$ cat config.mk
export PLATFORM = sky130hd
export DESIGN_NAME = bus_speed_cal
export DESIGN_NICKNAME = d
export VERILOG_FILES = /design/src/rtl/bsc_pkg.sv /design/src/rtl/bsc_edge_window.sv /design/src/rtl/bsc_divider.sv /design/src/rtl/bsc_classify.sv /design/src/rtl/bus_speed_cal.sv
export SDC_FILE = /design/constraint.sdc
export NUM_CORES = 2
export LEC_CHECK = 0
export BUFFER_PORTS_ARGS = -buffer_cell sky130_fd_sc_hd__clkbuf_2
export CAP_MARGIN = 10
export CORE_ASPECT_RATIO = 0.75
export CORE_MARGIN = 3
export CORE_UTILIZATION = 45
export DETAILED_ROUTE_END_ITERATION = 6
export PLACE_DENSITY = 0.6
export SLEW_MARGIN = 20
export SYNTH_ARGS = -nofsm -noshare
export SYNTH_HDL_FRONTEND = slang
export SYNTH_HIERARCHICAL = 1
export SYNTH_SLANG_ARGS = --single-unit
$ cat constraint.sdc
create_clock -name clk -period 7.61 [get_ports clk]
set_clock_uncertainty 0.15 [all_clocks]
set_input_delay 0 -clock clk [delete_from_list [all_inputs] [get_ports clk]]
set_output_delay 0 -clock clk [all_outputs]
set_load 0.05 [all_outputs]
$ cat src/rtl/bsc_pkg.sv
// Package: shared state type and constants for the bus clock speed calibrator.
// Assumes: nothing beyond IEEE 1800-2017 elaboration.
package bsc_pkg;

    // Nanoseconds per second, the scale applied to the span before division.
    localparam longint unsigned NS_PER_S = 64'd1_000_000_000;

    // Bits needed to hold NS_PER_S.
    localparam int SCALE_W = 30;

    // Top-level sequencing states.
    typedef enum logic [1:0] {
        ST_IDLE    = 2'd0,
        ST_MEASURE = 2'd1,
        ST_DIVIDE  = 2'd2
    } cal_state_e;

endpackage

$ cat src/rtl/bsc_edge_window.sv
// Edge window: counts rising edges of the sampled wave and timestamps the first
// counted edge after the discard count and the final edge of the averaging window.
// Flags a timeout when the gap between edges grows too long.
// Assumes: wave is synchronous to clk; ref_now wraps modulo 2^TS_W.
module bsc_edge_window #(
    parameter int TS_W          = 64,
    parameter int DISCARD       = 2,
    parameter int AVG_CYCLES    = 256,
    parameter int TIMEOUT_TICKS = 250_000
) (
    input  logic            clk,
    input  logic            rst_n,
    input  logic            arm,
    input  logic            wave,
    input  logic [TS_W-1:0] ref_now,
    output logic            fin,
    output logic            timed_out,
    output logic [TS_W-1:0] span
);
    localparam int END_EDGE = DISCARD + AVG_CYCLES;
    localparam int CNT_W    = $clog2(END_EDGE + 1);

    logic             active;
    logic             prev_lvl;
    logic [CNT_W-1:0] edge_cnt;
    logic [CNT_W-1:0] cnt_nx;
    logic [TS_W-1:0]  t_start;
    logic [TS_W-1:0]  t_last;
    logic [TS_W-1:0]  gap;
    logic             rise;

    // Edge detection, the next count and the time since the last edge.
    always_comb begin
        rise   = active && !prev_lvl && wave;
        cnt_nx = edge_cnt + 1'b1;
        gap    = ref_now - t_last;
    end

    // Window sequencing: arm, count edges, take timestamps, finish or time out.
    always_ff @(posedge clk) begin
        if (!rst_n) begin
            active    <= 1'b0;
            prev_lvl  <= 1'b1;
            edge_cnt  <= '0;
            t_start   <= '0;
            t_last    <= '0;
            span      <= '0;
            fin       <= 1'b0;
            timed_out <= 1'b0;
        end else begin
            fin <= 1'b0;
            if (arm) begin
                active    <= 1'b1;
                prev_lvl  <= 1'b1;
                edge_cnt  <= '0;
                t_last    <= ref_now;
                timed_out <= 1'b0;
            end else if (active) begin
                prev_lvl <= wave;
                if (rise) begin
                    edge_cnt <= cnt_nx;
                    t_last   <= ref_now;
                    if (cnt_nx == CNT_W'(DISCARD)) begin
                        t_start <= ref_now;
                    end
                    if (cnt_nx == CNT_W'(END_EDGE)) begin
                        span   <= ref_now - t_start;
                        fin    <= 1'b1;
                        active <= 1'b0;
                    end
                end else if (gap > TS_W'(TIMEOUT_TICKS)) begin
                    fin       <= 1'b1;
                    timed_out <= 1'b1;
                    active    <= 1'b0;
                end
            end
        end
    end

    // The edge count never goes past the end of the window.
    assert_edge_limit_R3: assert property (@(posedge clk) disable iff (!rst_n)
        edge_cnt <= CNT_W'(END_EDGE));

    // Completion, whether normal or by timeout, is a single-cycle event.
    assert_fin_pulse_R8: assert property (@(posedge clk) disable iff (!rst_n)
        fin |=> !fin);

    // No new arm is accepted while a window is still open.
    assert_no_rearm_R10: assert property (@(posedge clk) disable iff (!rst_n)
        active |-> !arm);

endmodule

$ cat src/rtl/bsc_divider.sv
// Restoring divider: produces one quotient bit per cycle, NW cycles per result,
// and pulses fin when the quotient is ready.
// Assumes: divisor is non-zero and stays constant while a division runs.
module bsc_divider #(
    parameter int NW = 94,
    parameter int DW = 64
) (
    input  logic          clk,
    input  logic          rst_n,
    input  logic          go,
    input  logic [NW-1:0] dividend,
    input  logic [DW-1:0] divisor,
    output logic          fin,
    output logic [NW-1:0] quot
);
    localparam int CW = $clog2(NW + 1);

    logic [DW-1:0] rem;
    logic [DW:0]   trial;
    logic          sub_ok;
    logic [CW-1:0] cnt;
    logic          run;

    // Shift the next dividend bit into the partial remainder and try the subtraction.
    always_comb begin
        trial  = {rem, quot[NW-1]};
        sub_ok = trial >= {1'b0, divisor};
    end

    // One restoring step per cycle.
    always_ff @(posedge clk) begin
        if (!rst_n) begin
            rem  <= '0;
            quot <= '0;
            cnt  <= '0;
            run  <= 1'b0;
            fin  <= 1'b0;
        end else begin
            fin <= 1'b0;
            if (go) begin
                rem  <= '0;
                quot <= dividend;
                cnt  <= CW'(NW);
                run  <= 1'b1;
            end else if (run) begin
                if (sub_ok) begin
                    rem  <= DW'(trial - {1'b0, divisor});
                    quot <= {quot[NW-2:0], 1'b1};
                end else begin
                    rem  <= trial[DW-1:0];
                    quot <= {quot[NW-2:0], 1'b0};
                end
                cnt <= cnt - 1'b1;
                if (cnt == CW'(1)) begin
                    run <= 1'b0;
                    fin <= 1'b1;
                end
            end
        end
    end

    // The partial remainder stays below the divisor throughout a division.
    assert_rem_bound_R4: assert property (@(posedge clk) disable iff (!rst_n)
        run |-> (rem < divisor));

endmodule

$ cat src/rtl/bsc_classify.sv
// Classifier: applies the sanity window to the raw tick period, substitutes the
// default when the value is out of range or a fallback is forced, and picks the
// serial-port input clock rate from the resulting tick period.
// Assumes: purely combinational; the caller registers the outputs.
module bsc_classify #(
    parameter int QW          = 94,
    parameter int OUT_W       = 32,
    parameter int TICK_DIV    = 520,
    parameter int LOW_MHZ     = 25,
    parameter int HIGH_MHZ    = 75,
    parameter int DEFAULT_MHZ = 66,
    parameter int SPLIT_NS    = 20,
    parameter int FAST_HZ     = 66_666_667,
    parameter int SLOW_HZ     = 33_333_333
) (
    input  logic [QW-1:0]    quot,
    input  logic             force_fb,
    output logic [OUT_W-1:0] tick,
    output logic             fb,
    output logic [31:0]      uart_hz
);
    localparam int LO_LIM   = 1000 * TICK_DIV / HIGH_MHZ;
    localparam int HI_LIM   = 1000 * TICK_DIV / LOW_MHZ;
    localparam int DEF_TICK = 1000 * TICK_DIV / DEFAULT_MHZ;
    localparam int SPLIT    = SPLIT_NS * TICK_DIV;

    logic in_range;

    // Check the bounds, substitute the default if needed, then select the rate.
    always_comb begin
        in_range = (quot >= QW'(LO_LIM)) && (quot <= QW'(HI_LIM));
        fb       = force_fb || !in_range;
        tick     = fb ? OUT_W'(DEF_TICK) : quot[OUT_W-1:0];
        uart_hz  = (tick < OUT_W'(SPLIT)) ? 32'(FAST_HZ) : 32'(SLOW_HZ);
    end

endmodule

$ cat src/rtl/bus_speed_cal.sv
// Bus clock speed calibrator top: sequences the edge window, the wide divider
// and the classifier, and registers the result together with a one-cycle done.
// Assumes: wave_level is synchronised to clk; ref_count advances at REF_HZ.
module bus_speed_cal
    import bsc_pkg::*;
#(
    parameter longint unsigned REF_HZ = 64'd25_000_000,
    parameter int TS_W          = 64,
    parameter int OUT_W         = 32,
    parameter int DISCARD       = 2,
    parameter int AVG_CYCLES    = 256,
    parameter int WAVE_COUNT    = 63,
    parameter int TICK_DIV      = 520,
    parameter int LOW_MHZ       = 25,
    parameter int HIGH_MHZ      = 75,
    parameter int DEFAULT_MHZ   = 66,
    parameter int SPLIT_NS      = 20,
    parameter int FAST_HZ       = 66_666_667,
    parameter int SLOW_HZ       = 33_333_333,
    parameter int TIMEOUT_TICKS = 250_000
) (
    input  logic             clk,
    input  logic             rst_n,
    input  logic             start,
    input  logic             wave_level,
    input  logic [TS_W-1:0]  ref_count,
    output logic [OUT_W-1:0] tick_ns,
    output logic             fallback,
    output logic [31:0]      uart_clk_hz,
    output logic             done
);
    localparam int NW = TS_W + SCALE_W;
    localparam int DW = 64;
    localparam logic [DW-1:0] DIVISOR =
        DW'(AVG_CYCLES) * DW'(2 * (WAVE_COUNT + 1)) * DW'(REF_HZ);
    localparam int DEF_TICK = 1000 * TICK_DIV / DEFAULT_MHZ;
    localparam int LO_LIM   = 1000 * TICK_DIV / HIGH_MHZ;
    localparam int HI_LIM   = 1000 * TICK_DIV / LOW_MHZ;
    localparam int RST_HZ   = (DEF_TICK < SPLIT_NS * TICK_DIV) ? FAST_HZ : SLOW_HZ;

    cal_state_e       state;
    logic             arm;
    logic             win_fin;
    logic             win_to;
    logic [TS_W-1:0]  win_span;
    logic             div_go;
    logic             div_fin;
    logic [NW-1:0]    dividend;
    logic [NW-1:0]    div_quot;
    logic [OUT_W-1:0] cls_tick;
    logic             cls_fb;
    logic [31:0]      cls_hz;

    // Launch the window from idle; launch the divider when a full span is ready.
    always_comb begin
        arm      = (state == ST_IDLE) && start;
        div_go   = (state == ST_MEASURE) && win_fin && !win_to;
        dividend = NW'(win_span) * NW'(NS_PER_S);
    end

    bsc_edge_window #(
        .TS_W(TS_W), .DISCARD(DISCARD), .AVG_CYCLES(AVG_CYCLES),
        .TIMEOUT_TICKS(TIMEOUT_TICKS)
    ) u_window (
        .clk(clk), .rst_n(rst_n), .arm(arm), .wave(wave_level),
        .ref_now(ref_count), .fin(win_fin), .timed_out(win_to), .span(win_span)
    );

    bsc_divider #(.NW(NW), .DW(DW)) u_div (
        .clk(clk), .rst_n(rst_n), .go(div_go), .dividend(dividend),
        .divisor(DIVISOR), .fin(div_fin), .quot(div_quot)
    );

    bsc_classify #(
        .QW(NW), .OUT_W(OUT_W), .TICK_DIV(TICK_DIV), .LOW_MHZ(LOW_MHZ),
        .HIGH_MHZ(HIGH_MHZ), .DEFAULT_MHZ(DEFAULT_MHZ), .SPLIT_NS(SPLIT_NS),
        .FAST_HZ(FAST_HZ), .SLOW_HZ(SLOW_HZ)
    ) u_cls (
        .quot(div_quot), .force_fb(win_to),
        .tick(cls_tick), .fb(cls_fb), .uart_hz(cls_hz)
    );

    // Sequencer and result registers; done pulses when the outputs update.
    always_ff @(posedge clk) begin
        if (!rst_n) begin
            state       <= ST_IDLE;
            tick_ns     <= OUT_W'(DEF_TICK);
            fallback    <= 1'b0;
            uart_clk_hz <= 32'(RST_HZ);
            done        <= 1'b0;
        end else begin
            done <= 1'b0;
            case (state)
                ST_IDLE: begin
                    if (start) state <= ST_MEASURE;
                end
                ST_MEASURE: begin
                    if (win_fin) begin
                        if (win_to) begin
                            tick_ns     <= cls_tick;
                            fallback    <= cls_fb;
                            uart_clk_hz <= cls_hz;
                            done        <= 1'b1;
                            state       <= ST_IDLE;
                        end else begin
                            state <= ST_DIVIDE;
                        end
                    end
                end
                ST_DIVIDE: begin
                    if (div_fin) begin
                        tick_ns     <= cls_tick;
                        fallback    <= cls_fb;
                        uart_clk_hz <= cls_hz;
                        done        <= 1'b1;
                        state       <= ST_IDLE;
                    end
                end
                default: state <= ST_IDLE;
            endcase
        end
    end

    // done lasts one cycle.
    assert_done_pulse_R9: assert property (@(posedge clk) disable iff (!rst_n)
        done |=> !done);

    // The result outputs move only together with done.
    assert_outputs_hold_R9: assert property (@(posedge clk) disable iff (!rst_n)
        !done |-> ($stable(tick_ns) && $stable(fallback) && $stable(uart_clk_hz)));

    // A flagged result is always the default substitute.
    assert_fallback_value_R6: assert property (@(posedge clk) disable iff (!rst_n)
        fallback |-> (tick_ns == OUT_W'(DEF_TICK)));

    // An unflagged result always lies inside the sanity window.
    assert_accept_range_R5: assert property (@(posedge clk) disable iff (!rst_n)
        !fallback |-> ((tick_ns >= OUT_W'(LO_LIM)) && (tick_ns <= OUT_W'(HI_LIM))));

endmodule

==> run metrics <==
leading cell type in the layout, fill and taps excluded=inv_1; mean post-synth cell area=8.22 um2; PortBufs=133; first-pass GRT wire length=264 mm; Synth Flop Type=dfxtp_1; Final Hold Vio Count=0; I/O pin cnt=134; Post-DP HPWL=139 mm; crit-path max cell delay=0.57 ns; Detailed Route WL=166 mm; CTS tree=built; DRT iter0 DRCs=3763; power per cell area=101 mW/mm2; fillers=12.4k; post-synthesis cell count=7074; Final nets=8625; clock sink count=440; Slew headroom=31.2%; maximum VDD drop=0.163 mV; Remaining DRCs=0; Final ANT Viol Nets=0; CTS clk-pin slew, worst paths=0.06 ns; All-Layer GR Usage=24.6%; unrepaired setup endpoints after global routing=true; CP Data Required Time=7.97 ns; HP Class=input pin to flip-flop; die area=0.134 mm2; mapped cell area=0.0581 mm2; H-tree depth=2; design area=0.0638 mm2; post-DR vias/cell=5.40; drt wl/cell=18.4 um; CTS max path bufs=3; Starting Density=45.6%; Layout area overhead=9.78%; Ys Warns=6; antenna violations before repair=9; EDFF count, synth=0; CP startpoint kind=flip-flop; most frequent cell on the critical path=fa_1; worst skew pair latency=0.64 ns; die height=317 um; Max Cap Violations=0; Seq/Total Area, Yosys=15.2%; Post-Layout Cell Count=9040; minimum clock period=7.38 ns; Core ar.=0.127 mm2; Yosys reg bits=440; layout cells sized above 1=7.44%; Max Transition Viols Final=0; Die Wd=421 um; leakage=28.9 nW; Synth cell types=120; Via Count=48.8k; number of global-route vias before repair=46.7k; root buffer cell=clkbuf_16; minimum hold slack=0.0601 ns; Critical Path Fanout Max=10; placed insts=8869; path type of the worst setup path=flip-flop to flip-flop; most frequent cells in the layout=inv_1 (1245), nand2_1 (848), fa_1 (667); GPL Wtd Cong=0.956; status=finished, final reports clean; final setup fails=0; Post-Place Cell Area=0.0610 mm2; Peak Freq=0.136 GHz; # rows=113; CP max-delay cell=fa_1; number of buffers created by CTS=49; measured slew at the worst slew-check pin=1.03 ns; Worst setup EP type=flip-flop; largest net degree at the start of global routing=112; fraction of the cycle the final worst path needs=96.9%; asr flop ratio synth=0%; GRT Residual Overflow=0; drt first pass iters=5; Core Util, Final=50.1%; CP arrival=7.74 ns
## synth_stat cells (34+ instances only)
cell,instances,area share (%)
inv_1,1248,8.1
nand2_1,848,5.5
fa_1,667,23
ha_1,622,13
a21oi_1,573,4.9
dfxtp_1,440,15
o21ai_0,296,2.5
nor2_1,290,1.9
clkbuf_1,204,1.3
a21o_1,147,1.9
and2_1,122,1.3
mux2i_1,122,2.1
nand3_1,117,1.0
xnor2_1,115,1.7
nand4_1,100,1.1
xor2_1,100,1.5
a211oi_1,72,0.93
nor3_1,63,0.54
buf_4,57,0.74
a21boi_0,55,0.71
o21a_1,48,0.62
nor4_1,46,0.50
o21bai_1,46,0.59
o211ai_1,44,0.57
and3_1,41,0.44
a31oi_1,34,0.37
## cells by family (layout without fill, tap and decap cells)
| group | count (synthesis) | count (layout) | share of synthesized area [%] |
|---|---|---|---|
| fa+ha+maj | 1289 | 1289 | 36.4 |
| flops | 440 | 440 | 15.2 |
| simple gates | 1841 | 1841 | 15.0 |
| mux | 135 | 135 | 2.35 |
| compound gates | 1570 | 1570 | 17.1 |
| buf+inv | 1580 | 1708 | 10.8 |
| xor+xnor | 215 | 215 | 3.24 |
| other cells | 4 | 117 | 0.0258 |
## through the flow
stage	power [mW]	worst slack, ns	TNS, ns
3_5_place_dp	3.70	-0.0744	-0.0891
4_1_cts	6.50	0.0219	0
3_3_place_gp	3.69	0.0472	0
5_1_grt	6.74	-0.0404	-0.113
2_1_floorplan	3.36	0.492	0
6_report	6.45	0.234	0
## sequential cells by signal (all words and copies together) (netlist names), 2 cells and up
| signal | count |
|---|---|
| uart_clk_hz | 32 |
| u_div/rem | 64 |
| tick_ns | 32 |
| u_div/quot | 94 |
| u_div/cnt | 7 |
| state | 2 |
| u_window/t_start | 64 |
| u_window/edge_cnt | 9 |
| u_window/t_last | 64 |
| u_window/span | 64 |
## worst paths after layout
path / end / from / slack, ns / cells after the start
max: u_div/quot[90] / u_window/span[40] / 0.23 / 26
min: u_window/t_start[4] / ref_count[4] / 0.06 / 4
max reg2reg: u_div/quot[90] / u_window/span[40] / 0.23 / 26
min reg2reg: u_window/t_last[48] / u_window/t_last[48] / 0.30 / 2
## power by group
group	internal (mW)	total (mW)	switching [mW]
combinational	0.461	1.33	0.873
clock	1.65	2.74	1.08
sequential	2.35	2.38	0.0328
total	4.46	6.45	1.99
## worst max-delay path, delay by kind of cell (launching register included)
family	cells	cell delay [ns]
fa+ha+maj	8	4.01
compound gates	8	1.43
buf+inv	6	0.71
simple gates	3	0.45
flops	1	0.42
xor+xnor	1	0.10
## timing repair
action,4_1_cts,5_1_grt
hold endpoints to repair,233,0
resized for setup,2,48
hold buffers,68,0
setup endpoints to repair,2,25
pin swaps,0,23
setup buffers,0,5
## layer usage
metal / global-route usage (%) / share of wire, % / vias to the layer above
li1: - / - / 23700
met1: 38.3 / 51 / 23500
met2: 35.2 / 41 / 1384
met3: 4.38 / 6.9 / 149
met4: 4.52 / 1.8 / 4
met5: 0 / 0.016 / -
## area by class of cell
| type | instances | area (um2) | share of cell area, % |
|---|---|---|---|
| inverters | 1248 | 4690 | 7.35 |
| clock buffers | 65 | 1380 | 2.16 |
| clock inverters | 26 | 454 | 0.712 |
| well taps | 1725 | 2160 | 3.38 |
| diodes | 7 | 17.5 | 0.0274 |
| repair buffers | 369 | 2610 | 4.10 |
| multi-input cells | 5160 | 43700 | 68.5 |
| flip-flops and latches | 440 | 8820 | 13.8 |
(Power assumes the default switching activity.)
